**config.mk**
```make
export PLATFORM = sky130hd
export DESIGN_NAME = sha1_ram_core
export DESIGN_NICKNAME = d
export VERILOG_FILES = /design/src/rtl/sha1_pkg.sv /design/src/rtl/sha1_ctrl.sv /design/src/rtl/sha1_sched.sv /design/src/rtl/sha1_state.sv /design/src/rtl/sha1_ram_core.sv
export SDC_FILE = /design/constraint.sdc
export NUM_CORES = 2
export LEC_CHECK = 0
export BUFFER_PORTS_ARGS = -buffer_cell sky130_fd_sc_hd__buf_2
export CAP_MARGIN = 20
export CORE_MARGIN = 1.5
export CORE_UTILIZATION = 50
export DETAILED_ROUTE_END_ITERATION = 6
export GPL_TIMING_DRIVEN = 0
export PLACE_DENSITY_LB_ADDON = 0.1
export SLEW_MARGIN = 20
export SYNTH_ARGS = -nofsm -noshare
export SYNTH_HDL_FRONTEND = slang
export SYNTH_SLANG_ARGS = --single-unit
```
**constraint.sdc**
```tcl
create_clock -name clk -period 6.92 [get_ports clk]
set_input_delay 0 -clock clk [delete_from_list [all_inputs] [get_ports clk]]
set_output_delay 0 -clock clk [all_outputs]
set_load 0.02 [all_outputs]
```
**src/rtl/sha1_pkg.sv**
```systemverilog
`timescale 1ns/1ps
package sha1_pkg;

  typedef logic [31:0] word_t;

  typedef struct packed {
    word_t a;
    word_t b;
    word_t c;
    word_t d;
    word_t e;
  } wv_t;

  typedef enum logic [2:0] {
    ST_IDLE,
    ST_INIT,
    ST_LOAD,
    ST_EXP,
    ST_ADD,
    ST_NEXT
  } st_t;

  localparam wv_t HASH_IV = '{
    a: 32'h67452301,
    b: 32'hEFCDAB89,
    c: 32'h98BADCFE,
    d: 32'h10325476,
    e: 32'hC3D2E1F0
  };

  function automatic word_t rotl1(word_t x);
    return {x[30:0], x[31]};
  endfunction

  function automatic word_t rotl5(word_t x);
    return {x[26:0], x[31:27]};
  endfunction

  function automatic word_t rotl30(word_t x);
    return {x[1:0], x[31:2]};
  endfunction

  // boolean function of the round group
  function automatic word_t mix_f(logic [6:0] t, word_t b, word_t c, word_t d);
    if (t < 7'd20)      return (b & c) | (~b & d);
    else if (t < 7'd40) return b ^ c ^ d;
    else if (t < 7'd60) return (b & c) | (b & d) | (c & d);
    else                return b ^ c ^ d;
  endfunction

  function automatic word_t k_of(logic [6:0] t);
    if (t < 7'd20)      return 32'h5A827999;
    else if (t < 7'd40) return 32'h6ED9EBA1;
    else if (t < 7'd60) return 32'h8F1BBCDC;
    else                return 32'hCA62C1D6;
  endfunction

  function automatic wv_t round_step(wv_t v, word_t w, logic [6:0] t);
    wv_t n;
    n.a = rotl5(v.a) + mix_f(t, v.b, v.c, v.d) + v.e + k_of(t) + w;
    n.b = v.a;
    n.c = rotl30(v.b);
    n.d = v.c;
    n.e = v.d;
    return n;
  endfunction

endpackage

```
**src/rtl/sha1_ctrl.sv**
```systemverilog
`timescale 1ns/1ps
module sha1_ctrl
  import sha1_pkg::*;
#(
  parameter int ADDR_W = 12,
  parameter int CNT_W  = 6
) (
  input  logic              clk,
  input  logic              rst,
  input  logic              start_i,
  input  logic [CNT_W-1:0]  nb_i,
  input  logic [ADDR_W-1:0] base_i,
  output logic              ram_sel_o,
  output logic              ram_we_o,
  output logic [ADDR_W-1:0] ram_addr_o,
  output logic              busy_o,
  output logic              done_o,
  output logic              init_o,
  output logic              round_o,
  output logic              src_exp_o,
  output logic [6:0]        round_idx_o,
  output logic              acc_load_o,
  output logic              acc_xor_o,
  output logic              add_en_o,
  output logic [2:0]        add_idx_o,
  output logic              reload_o
);

  localparam int PAD   = ADDR_W - CNT_W - 4;
  localparam int SPAD  = ADDR_W - 4;
  localparam logic [6:0] RND_LOAD_LAST = 7'd15;
  localparam logic [6:0] RND_FIRST_EXP = 7'd16;
  localparam logic [6:0] RND_LAST      = 7'd79;
  localparam logic [2:0] INIT_LAST     = 3'd2;
  localparam logic [2:0] PH_LAST       = 3'd4;
  localparam logic [2:0] ADD_LAST      = 3'd4;

  st_t               st_q;
  logic [2:0]        cnt_q;
  logic [6:0]        rnd_q;
  logic [CNT_W-1:0]  bl_q, nb_q;
  logic [ADDR_W-1:0] base_q;
  logic              busy_q, done_q;
  logic [CNT_W-1:0]  bl_dec;
  logic [ADDR_W-1:0] cur_blk, nxt_blk;
  logic [3:0]        slot_now;

  function automatic logic [ADDR_W-1:0] blk_start(logic [ADDR_W-1:0] b,
                                                  logic [CNT_W-1:0] total,
                                                  logic [CNT_W-1:0] left);
    logic [CNT_W-1:0] idx;
    idx = total - left;
    return b + {{PAD{1'b0}}, idx, 4'b0000};
  endfunction

  function automatic logic [ADDR_W-1:0] at_slot(logic [ADDR_W-1:0] blk, logic [3:0] s);
    return blk + {{SPAD{1'b0}}, s};
  endfunction

  assign bl_dec   = bl_q - 1'b1;
  assign cur_blk  = blk_start(base_q, nb_q, bl_q);
  assign nxt_blk  = blk_start(base_q, nb_q, bl_dec);
  assign slot_now = rnd_q[3:0];

  always_comb begin
    ram_sel_o  = 1'b0;
    ram_we_o   = 1'b0;
    ram_addr_o = '0;
    init_o     = 1'b0;
    round_o    = 1'b0;
    src_exp_o  = 1'b0;
    acc_load_o = 1'b0;
    acc_xor_o  = 1'b0;
    add_en_o   = 1'b0;
    add_idx_o  = cnt_q;
    reload_o   = 1'b0;
    unique case (st_q)
      ST_IDLE: init_o = start_i;
      ST_INIT: begin
        if (cnt_q == INIT_LAST) begin
          ram_sel_o  = 1'b1;
          ram_addr_o = at_slot(cur_blk, 4'd0);
        end
      end
      ST_LOAD: begin
        round_o = 1'b1;
        if (rnd_q != RND_LOAD_LAST) begin
          ram_sel_o  = 1'b1;
          ram_addr_o = at_slot(cur_blk, 4'(slot_now + 4'd1));
        end
      end
      ST_EXP: begin
        ram_sel_o = 1'b1;
        unique case (cnt_q)
          3'd0: ram_addr_o = at_slot(cur_blk, 4'(slot_now + 4'd13));
          3'd1: begin
            acc_load_o = 1'b1;
            ram_addr_o = at_slot(cur_blk, 4'(slot_now + 4'd8));
          end
          3'd2: begin
            acc_xor_o  = 1'b1;
            ram_addr_o = at_slot(cur_blk, 4'(slot_now + 4'd2));
          end
          3'd3: begin
            acc_xor_o  = 1'b1;
            ram_addr_o = at_slot(cur_blk, slot_now);
          end
          default: begin
            ram_we_o   = 1'b1;
            round_o    = 1'b1;
            src_exp_o  = 1'b1;
            ram_addr_o = at_slot(cur_blk, slot_now);
          end
        endcase
      end
      ST_ADD: add_en_o = 1'b1;
      ST_NEXT: begin
        reload_o   = 1'b1;
        ram_sel_o  = (bl_dec != '0);
        ram_addr_o = at_slot(nxt_blk, 4'd0);
      end
      default: ;
    endcase
  end

  always_ff @(posedge clk) begin
    if (rst) begin
      st_q   <= ST_IDLE;
      cnt_q  <= '0;
      rnd_q  <= '0;
      bl_q   <= '0;
      nb_q   <= '0;
      base_q <= '0;
      busy_q <= 1'b0;
      done_q <= 1'b0;
    end else begin
      unique case (st_q)
        ST_IDLE: begin
          if (start_i) begin
            done_q <= 1'b0;
            busy_q <= 1'b1;
            nb_q   <= nb_i;
            bl_q   <= nb_i;
            base_q <= base_i;
            cnt_q  <= '0;
            st_q   <= ST_INIT;
          end
        end
        ST_INIT: begin
          if (cnt_q == INIT_LAST) begin
            cnt_q <= '0;
            rnd_q <= '0;
            if (bl_q == '0) begin
              done_q <= 1'b1;
              busy_q <= 1'b0;
              st_q   <= ST_IDLE;
            end else begin
              st_q <= ST_LOAD;
            end
          end else begin
            cnt_q <= cnt_q + 3'd1;
          end
        end
        ST_LOAD: begin
          if (rnd_q == RND_LOAD_LAST) begin
            rnd_q <= RND_FIRST_EXP;
            cnt_q <= '0;
            st_q  <= ST_EXP;
          end else begin
            rnd_q <= rnd_q + 7'd1;
          end
        end
        ST_EXP: begin
          if (cnt_q == PH_LAST) begin
            cnt_q <= '0;
            if (rnd_q == RND_LAST) st_q <= ST_ADD;
            else                   rnd_q <= rnd_q + 7'd1;
          end else begin
            cnt_q <= cnt_q + 3'd1;
          end
        end
        ST_ADD: begin
          if (cnt_q == ADD_LAST) begin
            cnt_q <= '0;
            st_q  <= ST_NEXT;
          end else begin
            cnt_q <= cnt_q + 3'd1;
          end
        end
        ST_NEXT: begin
          bl_q  <= bl_dec;
          rnd_q <= '0;
          if (bl_dec == '0) begin
            done_q <= 1'b1;
            busy_q <= 1'b0;
            st_q   <= ST_IDLE;
          end else begin
            st_q <= ST_LOAD;
          end
        end
        default: st_q <= ST_IDLE;
      endcase
    end
  end

  assign busy_o      = busy_q;
  assign done_o      = done_q;
  assign round_idx_o = rnd_q;


  start_busy_chk: assert property (@(posedge clk) disable iff (rst)
    (!busy_q && start_i) |=> busy_q);


  done_busy_chk: assert property (@(posedge clk) disable iff (rst)
    $rose(done_q) |-> $fell(busy_q));


  done_hold_chk: assert property (@(posedge clk) disable iff (rst)
    (done_q && !start_i) |=> done_q);


  busy_lock_chk: assert property (@(posedge clk) disable iff (rst)
    busy_q |=> ($stable(nb_q) && $stable(base_q)));


  we_sel_chk: assert property (@(posedge clk) disable iff (rst)
    ram_we_o |-> ram_sel_o);

endmodule

```
**src/rtl/sha1_sched.sv**
```systemverilog
`timescale 1ns/1ps
module sha1_sched
  import sha1_pkg::*;
(
  input  logic  clk,
  input  logic  rst,
  input  logic  acc_load_i,
  input  logic  acc_xor_i,
  input  word_t rdata_i,
  output word_t wexp_o
);

  word_t acc_q;

  always_ff @(posedge clk) begin
    if (rst)             acc_q <= '0;
    else if (acc_load_i) acc_q <= rdata_i;
    else if (acc_xor_i)  acc_q <= acc_q ^ rdata_i;
  end

  // fourth operand arrives on the write cycle
  assign wexp_o = rotl1(acc_q ^ rdata_i);

endmodule

```
**src/rtl/sha1_state.sv**
```systemverilog
`timescale 1ns/1ps
module sha1_state
  import sha1_pkg::*;
(
  input  logic       clk,
  input  logic       rst,
  input  logic       init_i,
  input  logic       round_i,
  input  logic       src_exp_i,
  input  logic [6:0] round_idx_i,
  input  word_t      rdata_i,
  input  word_t      wexp_i,
  input  logic       add_en_i,
  input  logic [2:0] add_idx_i,
  input  logic       reload_i,
  output wv_t        hash_o
);

  wv_t   wv_q, h_q;
  word_t w_in;

  assign w_in = src_exp_i ? wexp_i : rdata_i;

  always_ff @(posedge clk) begin
    if (rst) begin
      wv_q <= '0;
      h_q  <= HASH_IV;
    end else if (init_i) begin
      wv_q <= HASH_IV;
      h_q  <= HASH_IV;
    end else begin
      if (round_i)       wv_q <= round_step(wv_q, w_in, round_idx_i);
      else if (reload_i) wv_q <= h_q;
      if (add_en_i) begin
        unique case (add_idx_i)
          3'd0:    h_q.a <= h_q.a + wv_q.a;
          3'd1:    h_q.b <= h_q.b + wv_q.b;
          3'd2:    h_q.c <= h_q.c + wv_q.c;
          3'd3:    h_q.d <= h_q.d + wv_q.d;
          default: h_q.e <= h_q.e + wv_q.e;
        endcase
      end
    end
  end

  assign hash_o = h_q;


  hash_hold_chk: assert property (@(posedge clk) disable iff (rst)
    (!add_en_i && !init_i) |=> $stable(h_q));


  round_shift_chk: assert property (@(posedge clk) disable iff (rst)
    round_i |=> (wv_q.b == $past(wv_q.a)) && (wv_q.c == rotl30($past(wv_q.b)))
                && (wv_q.d == $past(wv_q.c)) && (wv_q.e == $past(wv_q.d)));

endmodule

```
**src/rtl/sha1_ram_core.sv**
```systemverilog
`timescale 1ns/1ps
module sha1_ram_core
  import sha1_pkg::*;
#(
  parameter int ADDR_W = 12,
  parameter int CNT_W  = 6
) (
  input  logic              clk,
  input  logic              rst,
  input  logic              start,
  input  logic [CNT_W-1:0]  blk_cnt,
  input  logic [ADDR_W-1:0] base_addr,
  input  logic [31:0]       ram_rdata,
  output logic [ADDR_W-1:0] ram_addr,
  output logic              ram_sel,
  output logic              ram_we,
  output logic [31:0]       ram_wdata,
  output logic              busy,
  output logic              done,
  output logic [31:0]       dig_a,
  output logic [31:0]       dig_b,
  output logic [31:0]       dig_c,
  output logic [31:0]       dig_d,
  output logic [31:0]       dig_e
);

  logic       ev_init, ev_round, ev_src_exp, ev_acc_load, ev_acc_xor;
  logic       ev_add, ev_reload;
  logic [6:0] round_idx;
  logic [2:0] add_idx;
  word_t      wexp;
  wv_t        hash;

  sha1_ctrl #(.ADDR_W(ADDR_W), .CNT_W(CNT_W)) u_ctrl (
    .clk         (clk),
    .rst         (rst),
    .start_i     (start),
    .nb_i        (blk_cnt),
    .base_i      (base_addr),
    .ram_sel_o   (ram_sel),
    .ram_we_o    (ram_we),
    .ram_addr_o  (ram_addr),
    .busy_o      (busy),
    .done_o      (done),
    .init_o      (ev_init),
    .round_o     (ev_round),
    .src_exp_o   (ev_src_exp),
    .round_idx_o (round_idx),
    .acc_load_o  (ev_acc_load),
    .acc_xor_o   (ev_acc_xor),
    .add_en_o    (ev_add),
    .add_idx_o   (add_idx),
    .reload_o    (ev_reload)
  );

  sha1_sched u_sched (
    .clk        (clk),
    .rst        (rst),
    .acc_load_i (ev_acc_load),
    .acc_xor_i  (ev_acc_xor),
    .rdata_i    (ram_rdata),
    .wexp_o     (wexp)
  );

  sha1_state u_state (
    .clk         (clk),
    .rst         (rst),
    .init_i      (ev_init),
    .round_i     (ev_round),
    .src_exp_i   (ev_src_exp),
    .round_idx_i (round_idx),
    .rdata_i     (ram_rdata),
    .wexp_i      (wexp),
    .add_en_i    (ev_add),
    .add_idx_i   (add_idx),
    .reload_i    (ev_reload),
    .hash_o      (hash)
  );

  assign ram_wdata = wexp;
  assign dig_a = hash.a;
  assign dig_b = hash.b;
  assign dig_c = hash.c;
  assign dig_d = hash.d;
  assign dig_e = hash.e;


  digest_stable_chk: assert property (@(posedge clk) disable iff (rst)
    (done && !start) |=> $stable({dig_a, dig_b, dig_c, dig_d, dig_e}));

endmodule

```
==> impl_metrics.py <==
metrics = {
    "sta": {
        "final_hold_viol_count": 0,
        "whs_ns": 0.06360,
        "relSlewSlack_pct": 20.04,
        "max_freq_ghz": 0.1493,
        "rsz0062_at_grt": "yes",
        "final-setup-viol-count": 0,
        "post-route-period-util_pct": 96.81,
        "slew_viol_final": 0,
        "skew_ns": 0.03216,
        "tightest_slew_ns": 1.199,
        "min_period_ns": 6.699,
    },
    "global_route": {
        "overflow": 0,
        "grt_max_degree": 13,
        "antenna_found_initial": 3,
        "track_usage_pct": 38.60,
        "grt_first_pass_wirelength_mm": 180.0,
        "first_global_vias": 28070,
    },
    "drt": {
        "first_pass_iters": 6,
        "dr_wl_met2_mm": 53.68,
        "drtIter0Drc": 3040,
        "top_layer": "met4",
        "finalWirelength_mm": 122.4,
        "drc": 0,
        "vias": 30130,
        "routed_via_density": 6.019,
        "post_drt_wl_per_cell_um": 24.45,
        "antenna_left": 0,
        "wirelength_met1_mm": 50.20,
        "wl_met3_mm": 10.35,
    },
    "critical_path": {
        "rr_worst_depth": 26,
        "cp-end-kind": "flop",
        "crit_arrival_ns": 7.15,
        "path_class": "reg2reg",
        "reg2reg_slack_ns": 0.22,
        "critical_path.max_fanout": 10,
        "required_ns": 7.38,
        "worstReg2RegEnd": "u_state.wv_q[159]$_SDFFE_PP0P_",
        "cp-start-kind": "flop",
        "rr_startpoint": "u_ctrl.add_idx_o[0]$_SDFFE_PP0P_",
        "cp-endpoint": "u_state.wv_q[159]$_SDFFE_PP0P_",
        "startpoint": "u_ctrl.add_idx_o[0]$_SDFFE_PP0P_",
    },
    "floorplan": {
        "start_util_pct": 50.82,
        "io_pins": 261,
        "die_x_um": 248.6,
        "core_area_um2": 59350,
        "die-height_um": 248.6,
        "fp-row-count": 89,
        "dieArea_um2": 61810,
    },
    "placed_design": {
        "routabilityCongestion": 1.022,
        "port_buffers": 260,
        "place_area_um2": 32480,
        "hpwl_mm": 96.13,
        "dp_cells": 4863,
    },
    "logic_synthesis": {
        "synth_nets": 4272,
        "yosysUniqueCellTypes": 82,
        "synth_edf_count": 0,
        "synth_area_leaders": "dfxtp_1 26%, ha_1 11%, fa_1 8.6%",
        "synth-async-reset-ratio_pct": 0,
        "ys_ff_latch": 391,
        "yosysTopAreaCell": "dfxtp_1",
        "synth_top_cell_area_share_pct": 25.95,
        "synth_commonest_cells": "499 x nor2_1, 491 x nand2_1, 407 x a21oi_1, 391 x dfxtp_1, 261 x ha_1",
        "synth_area_per_cell_um2": 7.880,
        "synth_warnings": 0,
        "syn_inst": 3828,
        "synth_ff_type": "dfxtp_1",
        "ys_seq_area_share_pct": 25.95,
        "syn_area_um2": 30160,
        "synth_most_common_cell": "nor2_1",
    },
    "clock_network": {
        "cts_max_level": 2,
        "root_buffer": "clkbuf_16",
        "cts_buffer_depth": 3,
        "clk_latency_ns": 0.63,
        "path_clk_slew_ns": 0.07,
        "cts_sinks": 391,
        "cts_buffers": 49,
        "tritoncts": "done",
    },
    "final_layout": {
        "drive_above_1_share_pct": 10.33,
        "utilization_pct": 58.81,
        "syn_to_final_growth_pct": 15.72,
        "fin_area_um2": 34900,
        "final_cells": 5006,
        "nets": 4637,
    },
    "pwr": {
        "leakagePower_nw": 15.82,
        "p_per_area_nw_per_um2": 339.8,
        "ir_drop_mv": 0.1874,
        "p_total_w": 0.01186,
    },
    "run": {
        "maxCapViolCount": 0,
    },
    "run_status": {
        "status": "finished clean",
    },
    "hold_path": {
        "hold_class": "in2reg",
    },
}
==> metrics by stage <==
step,setup slack [ns],setup TNS (ns)
5_1_grt,-0.03006,-0.03006
2_1_floorplan,0.6555,0
3_3_place_gp,-0.8101,-5.005
3_5_place_dp,-0.8046,-4.887
4_1_cts,0.01373,0
6_report,0.2209,0
==> layout make-up <==
type | instances | area [um^2]
well taps | 773 | 967.2
diodes | 2 | 5.005
repair buffers | 316 | 1857
multi-input cells | 3040 | 20950
flip-flops and latches | 391 | 7829
plain buffers | 172 | 686.9
clock inverters | 26 | 411.6
fillers | 5626 | 24450
inverters | 223 | 837.1
clock buffers | 63 | 1359
==> power breakdown <==
group          switching (W)  leakage [nW]  internal, W
Sequential          0.000631          3.18      0.00249
Clock                0.00113         0.856      0.00176
Combinational        0.00357          11.8      0.00227
==> kinds of logic after synthesis <==
logic type,Yosys count,synth area share (%)
and+or+nand+nor,1329,19.14
adders and majority gates,391,19.45
DFF,391,25.95
buffers and inverters,397,4.949
AOI/OAI and AO/OA,1008,21.16
xor gates and xnor gates,266,7.724
muxes,46,1.622
==> flip-flops by register name, summed over array words and instances (netlist names) <==
| register | flops |
|---|---|
| u_ctrl.round_idx_o | 7 |
| u_ctrl.bl_q | 6 |
| u_ctrl.busy_o | 1 |
| u_sched.acc_q | 32 |
| u_ctrl.nb_q | 6 |
| u_ctrl.add_idx_o | 3 |
| u_ctrl.base_q | 12 |
| u_state.wv_q | 160 |
| u_state.hash_o | 160 |
| u_ctrl.done_o | 1 |
| u_ctrl.st_q | 3 |
==> cell usage in the layout, fill, tap and decap left out, types with 10 or more instances in the layout <==
cell type,n
dlygate4sd3_1,51
inv_1,220
a21o_1,112
o21ai_0,133
o21bai_1,18
and3_1,20
buf_2,263
nand3_1,49
nand2b_1,32
o31ai_1,11
or3_1,24
bufinv_16,10
o21ai_1,20
a31oi_1,29
a211oi_1,35
nor3_1,38
o21a_1,20
a21oi_1,406
nand4_1,14
ha_1,258
nor2b_1,65
mux2i_1,23
dfxtp_1,390
fa_1,130
a2111oi_0,27
clkbuf_1,151
xor2_1,127
nor2_1,493
nor4_1,59
o32ai_1,18
mux2_2,23
clkbuf_16,49
o211ai_1,58
nand2_1,490
xnor2_1,139
==> per-layer routing <==
layer | track usage, % | vias to the layer above
met5 | 0 | -
met4 | 21.95 | 0
met3 | 6.783 | 354
met2 | 60.50 | 1364
met1 | 50.20 | 14390
li1 | - | 14030
==> repair_timing <==
item	in CTS	in global routing
resized for setup	19	30
pin swaps	1	1
setup buffers	1	2
gates cloned	0	0
setup endpoints to repair	16	10
hold endpoints to repair	60	0
hold buffers	51	0
==> critical path, cell delays in order (launching register included) <==
cell and delay (ns):
dfxtp_1 0.37, inv_1 0.10, ha_2 0.24, nor3_1 0.19, nor2_1 0.11, nor2_2 0.27
nand2_4 0.16, buf_4 0.23, mux2_2 0.35, fa_1 0.49, inv_1 0.05, fa_1 0.49
fa_1 0.51, inv_1 0.05, ha_1 0.22, fa_1 0.40, a21o_1 0.21, a21oi_2 0.25
o21ai_1 0.13, nand2_1 0.17, o2111ai_2 0.19, a41o_1 0.32, a211oi_2 0.21, nor2_1 0.10
or4_1 0.47, a21oi_1 0.15, a2111oi_0 0.08
==> how the worst min path moves through the flow <==
| stage | from | end | slack (ns) | depth (start not counted) |
|---|---|---|---|---|
| after global placement | base_addr[9] | u_ctrl.base_q[9]$_SDFFE_PP0P_ | 0.25 | 3 |
| after CTS | start | u_ctrl.st_q[1]$_SDFFE_PP0P_ | 0.02 | 5 |
| after global routing | start | u_ctrl.st_q[1]$_SDFFE_PP0P_ | 0.1 | 5 |
| after detailed placement | base_addr[10] | u_ctrl.base_q[10]$_SDFFE_PP0P_ | 0.25 | 3 |
| final | start | u_ctrl.st_q[1]$_SDFFE_PP0P_ | 0.06 | 5 |
| after floorplan | ram_rdata[31] | ram_wdata[0] | 0.13 | 1 |
No activity file was read; power rests on OpenSTA's default activity.
